## src/rtl/cgp_eval_pkg.sv

```systemverilog
package cgp_eval_pkg;

   localparam int FUNC_W = 4;

   typedef enum logic [FUNC_W-1:0] {
      GF_PASS  = 4'd0,
      GF_INV   = 4'd1,
      GF_AND   = 4'd2,
      GF_OR    = 4'd3,
      GF_XOR   = 4'd4,
      GF_NAND  = 4'd5,
      GF_NOR   = 4'd6,
      GF_XNOR  = 4'd7,
      GF_ONE   = 4'd8,
      GF_ZERO  = 4'd9
   } gate_fn_e;

   localparam logic [FUNC_W-1:0] GF_MAX_LEGAL = 4'd9;

   function automatic logic gate_apply(input logic [FUNC_W-1:0] fn,
                                       input logic a, input logic b);
      logic y;
      case (gate_fn_e'(fn))
         GF_PASS: y = a;
         GF_INV:  y = ~a;
         GF_AND:  y = a & b;
         GF_OR:   y = a | b;
         GF_XOR:  y = a ^ b;
         GF_NAND: y = ~(a & b);
         GF_NOR:  y = ~(a | b);
         GF_XNOR: y = ~(a ^ b);
         GF_ONE:  y = 1'b1;
         default: y = 1'b0;
      endcase
      return y;
   endfunction

endpackage

```

## src/rtl/cgp_gate_unit.sv

```systemverilog
module cgp_gate_unit
   import cgp_eval_pkg::*;
(
   input  logic [FUNC_W-1:0] fn,
   input  logic              op_a,
   input  logic              op_b,
   output logic              y
);
   always_comb y = gate_apply(fn, op_a, op_b);
endmodule

```

## src/rtl/cgp_genome_store.sv

```systemverilog
module cgp_genome_store
   import cgp_eval_pkg::*;
#(
   parameter int N_IN    = 8,
   parameter int N_NODES = 16,
   parameter int N_OUT   = 5,
   parameter int IDX_W   = 5,
   parameter int ADDR_W  = 5,
   parameter int NODE_W  = 4,
   parameter int OUT_W   = 3
) (
   input  logic                    clk,
   input  logic                    rst_n,
   input  logic                    wr_en,
   input  logic [ADDR_W-1:0]       wr_addr,
   input  logic [2*IDX_W+FUNC_W-1:0] wr_data,
   input  logic [NODE_W-1:0]       rd_node,
   output logic [IDX_W-1:0]        rd_src_a,
   output logic [IDX_W-1:0]        rd_src_b,
   output logic [FUNC_W-1:0]       rd_fn,
   output logic [N_OUT*IDX_W-1:0]  out_sel,
   output logic                    cfg_error
);
   localparam int NSIG = N_IN + 2 + N_NODES;

   logic [IDX_W-1:0]  node_a [N_NODES];
   logic [IDX_W-1:0]  node_b [N_NODES];
   logic [FUNC_W-1:0] node_f [N_NODES];
   logic [IDX_W-1:0]  osel   [N_OUT];

   logic [IDX_W-1:0]  w_a, w_b;
   logic [FUNC_W-1:0] w_f;
   logic              is_node, is_out;
   logic [IDX_W+ADDR_W:0] own_idx;
   logic              bad_node, bad_out;

   always_comb begin
      w_f     = wr_data[FUNC_W-1:0];
      w_b     = wr_data[FUNC_W +: IDX_W];
      w_a     = wr_data[FUNC_W+IDX_W +: IDX_W];
      is_node = ({1'b0, wr_addr} < (ADDR_W+1)'(N_NODES));
      is_out  = !is_node && ({1'b0, wr_addr} < (ADDR_W+1)'(N_NODES + N_OUT));
      own_idx = (IDX_W+ADDR_W+1)'(N_IN + 2) + (IDX_W+ADDR_W+1)'(wr_addr);
      bad_node = (w_f > GF_MAX_LEGAL)
              || ((IDX_W+ADDR_W+1)'(w_a) >= own_idx)
              || ((IDX_W+ADDR_W+1)'(w_b) >= own_idx);
      bad_out  = ((IDX_W+1)'(w_a) >= (IDX_W+1)'(NSIG));
   end

   always_ff @(posedge clk) begin
      if (!rst_n) begin
         for (int i = 0; i < N_NODES; i++) begin
            node_a[i] <= '0;
            node_b[i] <= '0;
            node_f[i] <= '0;
         end
         for (int k = 0; k < N_OUT; k++) osel[k] <= '0;
         cfg_error <= 1'b0;
      end else if (wr_en) begin
         if (is_node) begin
            node_a[wr_addr[NODE_W-1:0]] <= w_a;
            node_b[wr_addr[NODE_W-1:0]] <= w_b;
            node_f[wr_addr[NODE_W-1:0]] <= w_f;
            if (bad_node) cfg_error <= 1'b1;
         end else if (is_out) begin
            osel[OUT_W'(wr_addr - ADDR_W'(N_NODES))] <= w_a;
            if (bad_out) cfg_error <= 1'b1;
         end
      end
   end

   always_comb begin
      rd_src_a = node_a[rd_node];
      rd_src_b = node_b[rd_node];
      rd_fn    = node_f[rd_node];
   end

   for (genvar k = 0; k < N_OUT; k++) begin : g_osel
      assign out_sel[k*IDX_W +: IDX_W] = osel[k];
   end
endmodule

```

## src/rtl/cgp_eval_core.sv

```systemverilog
module cgp_eval_core
   import cgp_eval_pkg::*;
#(
   parameter int N_IN    = 8,
   parameter int N_NODES = 16,
   parameter int N_OUT   = 5,
   parameter int IDX_W   = 5,
   parameter int NODE_W  = 4
) (
   input  logic                   clk,
   input  logic                   rst_n,
   input  logic                   start,
   input  logic                   blocked,
   input  logic [N_IN-1:0]        in_bits,
   input  logic [IDX_W-1:0]       src_a,
   input  logic [IDX_W-1:0]       src_b,
   input  logic [FUNC_W-1:0]      fn,
   input  logic [N_OUT*IDX_W-1:0] out_sel,
   output logic [NODE_W-1:0]      node_ptr,
   output logic [N_OUT-1:0]       out_bits,
   output logic                   busy,
   output logic                   done
);
   localparam int NSIG = N_IN + 2 + N_NODES;
   localparam logic [NODE_W-1:0] LAST = NODE_W'(N_NODES - 1);

   logic [N_IN-1:0]    in_q;
   logic [N_NODES-1:0] node_q, node_nxt;
   logic [NSIG-1:0]    sig, sig_nxt;
   logic [N_OUT-1:0]   out_nxt;
   logic               op_a, op_b, res;

   always_comb begin
      sig  = {node_q, in_q, 2'b10};
      op_a = sig[src_a];
      op_b = sig[src_b];
   end

   cgp_gate_unit u_gate (
      .fn   (fn),
      .op_a (op_a),
      .op_b (op_b),
      .y    (res)
   );

   always_comb begin
      node_nxt           = node_q;
      node_nxt[node_ptr] = res;
      sig_nxt            = {node_nxt, in_q, 2'b10};
   end

   for (genvar k = 0; k < N_OUT; k++) begin : g_omux
      logic [IDX_W-1:0] sel;
      assign sel        = out_sel[k*IDX_W +: IDX_W];
      assign out_nxt[k] = ((IDX_W+1)'(sel) < (IDX_W+1)'(NSIG)) ? sig_nxt[sel] : 1'b0;
   end

   always_ff @(posedge clk) begin
      if (!rst_n) begin
         busy     <= 1'b0;
         done     <= 1'b0;
         node_ptr <= '0;
         in_q     <= '0;
         node_q   <= '0;
         out_bits <= '0;
      end else begin
         done <= 1'b0;
         if (!busy) begin
            if (start && !blocked) begin
               busy     <= 1'b1;
               node_ptr <= '0;
               in_q     <= in_bits;
            end
         end else begin
            node_q <= node_nxt;
            if (node_ptr == LAST) begin
               busy     <= 1'b0;
               done     <= 1'b1;
               out_bits <= out_nxt;
            end else begin
               node_ptr <= node_ptr + 1'b1;
            end
         end
      end
   end
endmodule

```

## src/rtl/cgp_eval_top.sv

```systemverilog
module cgp_eval_top
   import cgp_eval_pkg::*;
#(
   parameter int N_IN    = 8,
   parameter int N_NODES = 16,
   parameter int N_OUT   = 5,
   localparam int NSIG   = N_IN + 2 + N_NODES,
   localparam int IDX_W  = $clog2(NSIG),
   localparam int ADDR_W = $clog2(N_NODES + N_OUT + 1),
   localparam int NODE_W = (N_NODES > 1) ? $clog2(N_NODES) : 1,
   localparam int OUT_W  = (N_OUT > 1) ? $clog2(N_OUT) : 1,
   localparam int GENE_W = 2*IDX_W + FUNC_W
) (
   input  logic              clk,
   input  logic              rst_n,
   input  logic              cfg_we,
   input  logic [ADDR_W-1:0] cfg_addr,
   input  logic [GENE_W-1:0] cfg_data,
   input  logic              start,
   input  logic [N_IN-1:0]   in_bits,
   output logic [N_OUT-1:0]  out_bits,
   output logic              busy,
   output logic              done,
   output logic              cfg_error
);
   if (N_IN < 1)    begin : g_bad_in   $error("N_IN must be at least 1");    end
   if (N_NODES < 1) begin : g_bad_node $error("N_NODES must be at least 1"); end
   if (N_OUT < 1)   begin : g_bad_out  $error("N_OUT must be at least 1");   end

   logic [NODE_W-1:0]      node_ptr;
   logic [IDX_W-1:0]       src_a, src_b;
   logic [FUNC_W-1:0]      fn;
   logic [N_OUT*IDX_W-1:0] out_sel;
   logic                   wr_ok;

   assign wr_ok = cfg_we && !busy;

   cgp_genome_store #(
      .N_IN(N_IN), .N_NODES(N_NODES), .N_OUT(N_OUT),
      .IDX_W(IDX_W), .ADDR_W(ADDR_W), .NODE_W(NODE_W), .OUT_W(OUT_W)
   ) u_store (
      .clk       (clk),
      .rst_n     (rst_n),
      .wr_en     (wr_ok),
      .wr_addr   (cfg_addr),
      .wr_data   (cfg_data),
      .rd_node   (node_ptr),
      .rd_src_a  (src_a),
      .rd_src_b  (src_b),
      .rd_fn     (fn),
      .out_sel   (out_sel),
      .cfg_error (cfg_error)
   );

   cgp_eval_core #(
      .N_IN(N_IN), .N_NODES(N_NODES), .N_OUT(N_OUT),
      .IDX_W(IDX_W), .NODE_W(NODE_W)
   ) u_core (
      .clk      (clk),
      .rst_n    (rst_n),
      .start    (start),
      .blocked  (cfg_error),
      .in_bits  (in_bits),
      .src_a    (src_a),
      .src_b    (src_b),
      .fn       (fn),
      .out_sel  (out_sel),
      .node_ptr (node_ptr),
      .out_bits (out_bits),
      .busy     (busy),
      .done     (done)
   );
endmodule

```

## config.mk

```make
export PLATFORM = sky130hd
export DESIGN_NAME = cgp_eval_top
export DESIGN_NICKNAME = d
export VERILOG_FILES = /design/src/rtl/cgp_eval_pkg.sv /design/src/rtl/cgp_gate_unit.sv /design/src/rtl/cgp_genome_store.sv /design/src/rtl/cgp_eval_core.sv /design/src/rtl/cgp_eval_top.sv
export SDC_FILE = /design/constraint.sdc
export NUM_CORES = 1
export LEC_CHECK = 0
export BUFFER_PORTS_ARGS = -buffer_cell sky130_fd_sc_hd__buf_2
export CAP_MARGIN = 10
export CORE_AREA = 2 2 156 272
export DETAILED_ROUTE_END_ITERATION = 10
export DIE_AREA = 0 0 158 274
export HOLD_SLACK_MARGIN = 0.06
export PLACE_DENSITY_LB_ADDON = 0.3
export SLEW_MARGIN = 20
export SYNTH_ARGS = -nofsm -noshare
export SYNTH_HDL_FRONTEND = slang
export SYNTH_SLANG_ARGS = --single-unit
```

## constraint.sdc

```tcl
create_clock -name clk -period 8.1 [get_ports clk]
set_input_delay 0.405 -clock clk [delete_from_list [all_inputs] [get_ports clk]]
set_output_delay 0.405 -clock clk [all_outputs]
set_load 0.02 [all_outputs]
```

==> impl_metrics.env, run 1 <==
export IMPL_yosysMostFrequentCell="edfxtp_1"
export IMPL_fin_nets=1382
export IMPL_areaGrowthSynthToFinish_pct=8.83
export IMPL_drive_above_1_share_pct=12.3
export IMPL_finalCritPeriodShare_pct=80.5
export IMPL_cp_max_fo=59
export IMPL_yosys_area_top_type_share_pct=47.1
export IMPL_grt_pass1_vias=10900
export IMPL_grt_usage_pct=22.5
export IMPL_seqCellArea_mm2=0.00828
export IMPL_setup_viol=0
export IMPL_grt_pass1_wl_mm=71.2
export IMPL_htreeDepth=1
export IMPL_clk_pin_slew_ns=0.07
export IMPL_multi_input_area_mm2=0.00687
export IMPL_worst_ir_drop_vdd_mv=0.173
export IMPL_clkLatencyLatePin_ns=0.58
export IMPL_die_area_mm2=0.0433
export IMPL_yosys_top_cells_count="edfxtp_1 (249), and2_1 (212), nand2_1 (86)"
export IMPL_final_area_mm2=0.0173
export IMPL_syn_inst=1349
export IMPL_syn_avg_cell_area_um2=11.8
export IMPL_numCtsBuffers=29
export IMPL_die_h_um=274
export IMPL_synth_area_mm2=0.0159
export IMPL_initialDrtViolationCount=1129
export IMPL_setup_tns_ns=0
export IMPL_grt_max_degree=60
export IMPL_worstMarginPinSlew_ns=1.25
export IMPL_firstDrtPassIters=5
export IMPL_die_w_um=158
export IMPL_viasPerCell=5.73
export IMPL_ctsResizeCount=0
export IMPL_overflow=0
export IMPL_syn_nets=1399
export IMPL_synth_top_flop_cell="edfxtp_1"
export IMPL_yosysWarnings=0
export IMPL_hold_viol=0
export IMPL_fillers=3942
export IMPL_path_class="reg2reg"
export IMPL_num_rows=99
export IMPL_final_max_slew_violation_count=0
export IMPL_ys_ff_latch=289
export IMPL_worst_ep_required_time_ns=8.57
export IMPL_hpwl_mm=33.4
export IMPL_yosys_area_top_type="edfxtp_1"
export IMPL_clockBufferDepth=3
export IMPL_dpl_cell_area_mm2=0.0163
export IMPL_fin_cells=1910
export IMPL_core_mm2=0.0414
export IMPL_leakage_nw=6.25
export IMPL_power_density_mw_per_mm2=199
export IMPL_cts_sinks=289
export IMPL_power_total_w=0.00343
export IMPL_cts_tree="yes"
export IMPL_fmax_mhz=153
export IMPL_dp_cells=1855
export IMPL_io_buffer_count=38
export IMPL_ant_nets=0
export IMPL_ios=39
export IMPL_start_kind="flip-flop"
export IMPL_async_flop_share_pct=0
export IMPL_yosys_top_cells_area="edfxtp_1 (47%), and2_1 (8.4%), mux4_1 (5.1%)"
export IMPL_antenna_found_initial=0
export IMPL_vias=11000
export IMPL_antenna_cells=0
export IMPL_wl_per_cell_um=25.2
export IMPL_maxCapViolations=0
export IMPL_worstSetupEndpointType="flip-flop"
export IMPL_clock_skew_ns=0.0136
export IMPL_drcViolationCount=0
export IMPL_clockRootBuffer="clkbuf_16"
export IMPL_synth_cell_type_count=89
export IMPL_min_from="in_bits[2]"
export IMPL_fin_crit_ns=6.52
export IMPL_relSlewSlack_pct=16.4
export IMPL_gp_congestion=0.916
export IMPL_yosysSeqAreaShare_pct=52.2
export IMPL_rsz0062_at_grt="no"
export IMPL_worstPathArrival_ns=6.99
export IMPL_finalWirelength_mm=48.2
export IMPL_status="finished, final reports clean"
export IMPL_holdWs_ns=0.0701
export IMPL_hp_class="in2reg"
export IMPL_synth_edff_count=249
export IMPL_start_util_pct=38.3
cell type report:
cell class / instances / area share (%)
Sequential cell: 289 / 48.0
Multi-Input combinational cell: 920 / 39.8
Clock buffer: 37 / 4.38
Tap cell: 555 / 4.02
Timing Repair Buffer: 62 / 2.16
Clock inverter: 17 / 1.01
Inverter: 30 / 0.659
timing repair:
item                                   in CTS  in global routing
setup buffers                               0                  0
endpoints found under the hold margin       1                  0
hold buffers                                1                  0
where the power goes:
group / leakage, nW / internal (W) / switching [W] / total (W)
logic: 2.91 / 0.000126 / 0.000227 / 0.000353
clock network: 0.456 / 0.000760 / 0.000603 / 0.00136
registers: 2.89 / 0.00167 / 0.0000518 / 0.00172
cell families after synthesis:
group / synth area share, %
compound gates: 8.87
mux: 12.9
fa+ha+maj: 1.50
simple gates: 19.7
flops: 52.2
xor+xnor: 0.166
buf+inv: 4.70
worst max-delay path: stages, from the launching register on:
cell and delay (ns):
dfxtp_4 1.01, mux4_1 0.67, o21ai_0 0.14, and2_1 0.53, mux2_2 0.40, nand3_1 0.08, o311ai_1 0.09, o211ai_1 0.46
ha_1 0.36, mux2_2 0.27, a311o_1 0.36, nand2_2 0.15, nand4_2 0.38, mux2i_1 0.67, mux4_1 0.39, o221ai_1 0.14
a31o_1 0.24
metrics by stage:
stage / setup slack, ns / utilization [%]
6_report: 1.58 / 41.7
5_1_grt: 1.14 / 41.7
4_1_cts: 1.55 / 41.7
3_5_place_dp: 1.57 / 39.4
3_3_place_gp: 1.70 / 39.4
2_1_floorplan: 3.38 / -
metal layers:
metal,vias to the layer above,wire (um),GRT usage [%]
met4,0,2780,11.5
met1,5436,17000,24.5
met2,383,26100,42.4
li1,4998,-,-
met3,133,2270,2.28
met5,-,0,0
cell usage in the layout, fill, tap and decap left out, drive strengths merged, types with 5 or more instances in the layout:
cell,instances
dfxtp,40
nor4,10
nor3,55
and3,29
a22oi,13
o211ai,15
a21oi,44
o21ai,40
clkbuf,37
nand4,10
o31ai,5
nand2b,22
ha,19
a221oi,5
mux4,56
clkinv,11
mux2i,55
a211o,5
buf,61
a211oi,6
and2,212
nor2,78
a31oi,8
nor2b,10
edfxtp,249
nand2,88
nand3,41
inv,32
mux2,10
registers in the layout, indices dropped and copies added (netlist names), named ones only:
register / count
u_core.node_ptr: 4
u_core.node_q: 16
u_store.node_b: 80
u_store.osel: 25
u_core.busy: 1
u_core.in_q: 8
u_core.out_bits: 5
u_store.cfg_error: 1
u_core.done: 1
u_store.node_f: 64
u_store.node_a: 80
path summary, 6_finish.rpt:
kind,depth (start not counted),slack [ns],to
setup / recovery,16,1.58,u_core.out_bits[3]
hold / removal,3,0.07,u_core.in_q[2]
setup reg to reg,16,1.58,u_core.out_bits[3]
hold reg to reg,2,0.51,u_store.cfg_error
No activity file was read; power rests on OpenSTA's default activity.
==> inputs of run 2 (changes only) <==
- clock period: 8.1 -> 5.8 ns (I/O delays scaled with it)
==> impl_metrics.env, run 2 (synthesized netlist as in run 1, its figures left out) <==
export IMPL_status="finished, final reports clean"
export IMPL_grt_pass1_vias=11100
export IMPL_worst_ir_drop_vdd_mv=0.216
export IMPL_maxCapViolations=0
export IMPL_drive_above_1_share_pct=13.8
export IMPL_viasPerCell=5.70
export IMPL_setup_tns_ns=0
export IMPL_leakage_nw=6.42
export IMPL_worst_ep_required_time_ns=6.25
export IMPL_clkLatencyLatePin_ns=0.58
export IMPL_clock_skew_ns=0.0298
export IMPL_fmax_mhz=179
export IMPL_grt_usage_pct=22.8
export IMPL_clockBufferDepth=3
export IMPL_die_area_mm2=0.0433
export IMPL_die_w_um=158
export IMPL_grt_pass1_wl_mm=71.7
export IMPL_finalWirelength_mm=49.1
export IMPL_layout_commonest_cell="edfxtp_1"
export IMPL_start_kind="flip-flop"
export IMPL_clockRootBuffer="clkbuf_16"
export IMPL_finalCritPeriodShare_pct=96.3
export IMPL_postCtsSetupRepairBufs=0
export IMPL_largest_registers="u_store.node_a: 80 flops, u_store.node_b: 80 flops, u_store.node_f: 64 flops"
export IMPL_fin_crit_ns=5.58
export IMPL_num_rows=99
export IMPL_initialDrtViolationCount=819
export IMPL_power_density_mw_per_mm2=272
export IMPL_htreeDepth=1
export IMPL_fin_nets=1420
export IMPL_cp_max_fo=16
export IMPL_ios=39
export IMPL_cts_sinks=289
export IMPL_core_mm2=0.0414
export IMPL_wl_per_cell_um=25.2
export IMPL_vias=11100
export IMPL_io_buffer_count=38
export IMPL_worstMarginPinSlew_ns=1.11
export IMPL_relSlewSlack_pct=26.0
export IMPL_path_class="reg2reg"
export IMPL_die_h_um=274
export IMPL_start_util_pct=38.3
export IMPL_fillers=3904
export IMPL_hp_class="in2reg"
export IMPL_drcViolationCount=0
export IMPL_setup_viol=0
export IMPL_overflow=0
export IMPL_hpwl_mm=35.3
export IMPL_gp_congestion=0.926
export IMPL_layout_common_cells="edfxtp_1 (249), and2_1 (212), nand2_1 (86), nor2_1 (76)"
export IMPL_antenna_found_initial=1
export IMPL_grt_max_degree=32
export IMPL_ant_nets=0
export IMPL_dp_cells=1886
export IMPL_final_max_slew_violation_count=0
export IMPL_rsz0062_at_grt="no"
export IMPL_firstDrtPassIters=5
export IMPL_worstPathArrival_ns=6.04
export IMPL_areaGrowthSynthToFinish_pct=11.0
export IMPL_worstSetupEndpointType="flip-flop"
export IMPL_numCtsBuffers=28
export IMPL_clk_pin_slew_ns=0.07
export IMPL_fin_cells=1947
export IMPL_cts_tree="yes"
export IMPL_hold_viol=0
-- run 2: cell types whose count changed in the layout (fill, tap and decap cells not counted), moves of 2 or more --
| cell | delta |
|---|---|
| dlygate4sd3_1 | +8 |
| inv_6 | -4 |
| buf_4 | +28 |
| clkinv_1 | +3 |
| clkinv_2 | -3 |
| buf_12 | +3 |
| clkbuf_1 | -2 |
-- run 2: through the flow --
step	hold slack (ns)	power [W]	util [%]	worst slack (ns)	instance area [um^2]
global placement	0.497	0.00295	40.1	0.172	16600
finish	0.122	0.00479	42.5	0.215	17600
floorplan	0.426	0.00276	-	1.08	15900
CTS	0.113	0.00482	42.5	0.186	17600
detailed placement	0.524	0.00296	40.1	0.252	16600
global route	0.130	0.00493	42.5	0.0304	17600
-- run 2: power by group --
| group | internal [W] | total (W) | leakage [nW] | switching [W] |
|---|---|---|---|---|
| clock | 0.00107 | 0.00187 | 0.442 | 0.000802 |
| sequential | 0.00233 | 0.00239 | 2.89 | 0.0000617 |
| combinational | 0.000197 | 0.000536 | 3.10 | 0.000339 |
-- run 2: final cells by class --
cell class | instances | area [um^2] | area share, %
tap | 555 | 694 | 3.94
multi-input combinational | 920 | 6860 | 39.0
inverter | 30 | 114 | 0.647
antenna | 1 | 2.50 | 0.0142
clock buffer | 34 | 723 | 4.11
sequential | 289 | 8280 | 47.1
clock inverter | 17 | 199 | 1.13
timing repair buffer | 101 | 723 | 4.11
-- run 2: final timing paths --
path	depth (start not counted)	slack [ns]	endpoint	from
worst min register to register	2	0.53	u_core.out_bits[4]	u_core.out_bits[4]
worst max register to register	19	0.22	u_core.out_bits[4]	flip-flop
worst max-delay path	19	0.22	u_core.out_bits[4]	flip-flop
worst min-delay path	2	0.12	u_store.osel[3][0]	cfg_data[9]
-- run 2: repair_timing --
item / CTS / global route
endpoints found under the hold margin: 9 / 0
gates resized for setup: 0 / 3
endpoints found under the setup margin: 0 / 4
hold buffers: 9 / 0
-- run 2: worst max-delay path, cell delays in order, from the launching register on --
cell and delay (ns):
dfxtp_4 0.56, mux4_1 0.67, o21ai_0 0.17, and2_1 0.47
buf_4 0.25, mux2i_1 0.08, mux2i_1 0.36, o22a_1 0.22
o211ai_1 0.18, ha_1 0.37, mux2_2 0.28, a311o_1 0.36
nand2_2 0.15, nand3_1 0.09, nor3_1 0.21, a31oi_1 0.30
a211oi_1 0.32, a21oi_1 0.14, o211ai_1 0.14, a41oi_1 0.13
-- run 2: routing by layer --
| metal | global-route usage, % | up-vias | wire (um) |
|---|---|---|---|
| met5 | 0 | - | 16 |
| met4 | 15.3 | 2 | 3810 |
| met3 | 2.53 | 156 | 2070 |
| met2 | 42.0 | 408 | 26300 |
| met1 | 24.1 | 5463 | 16900 |
| li1 | - | 5077 | - |
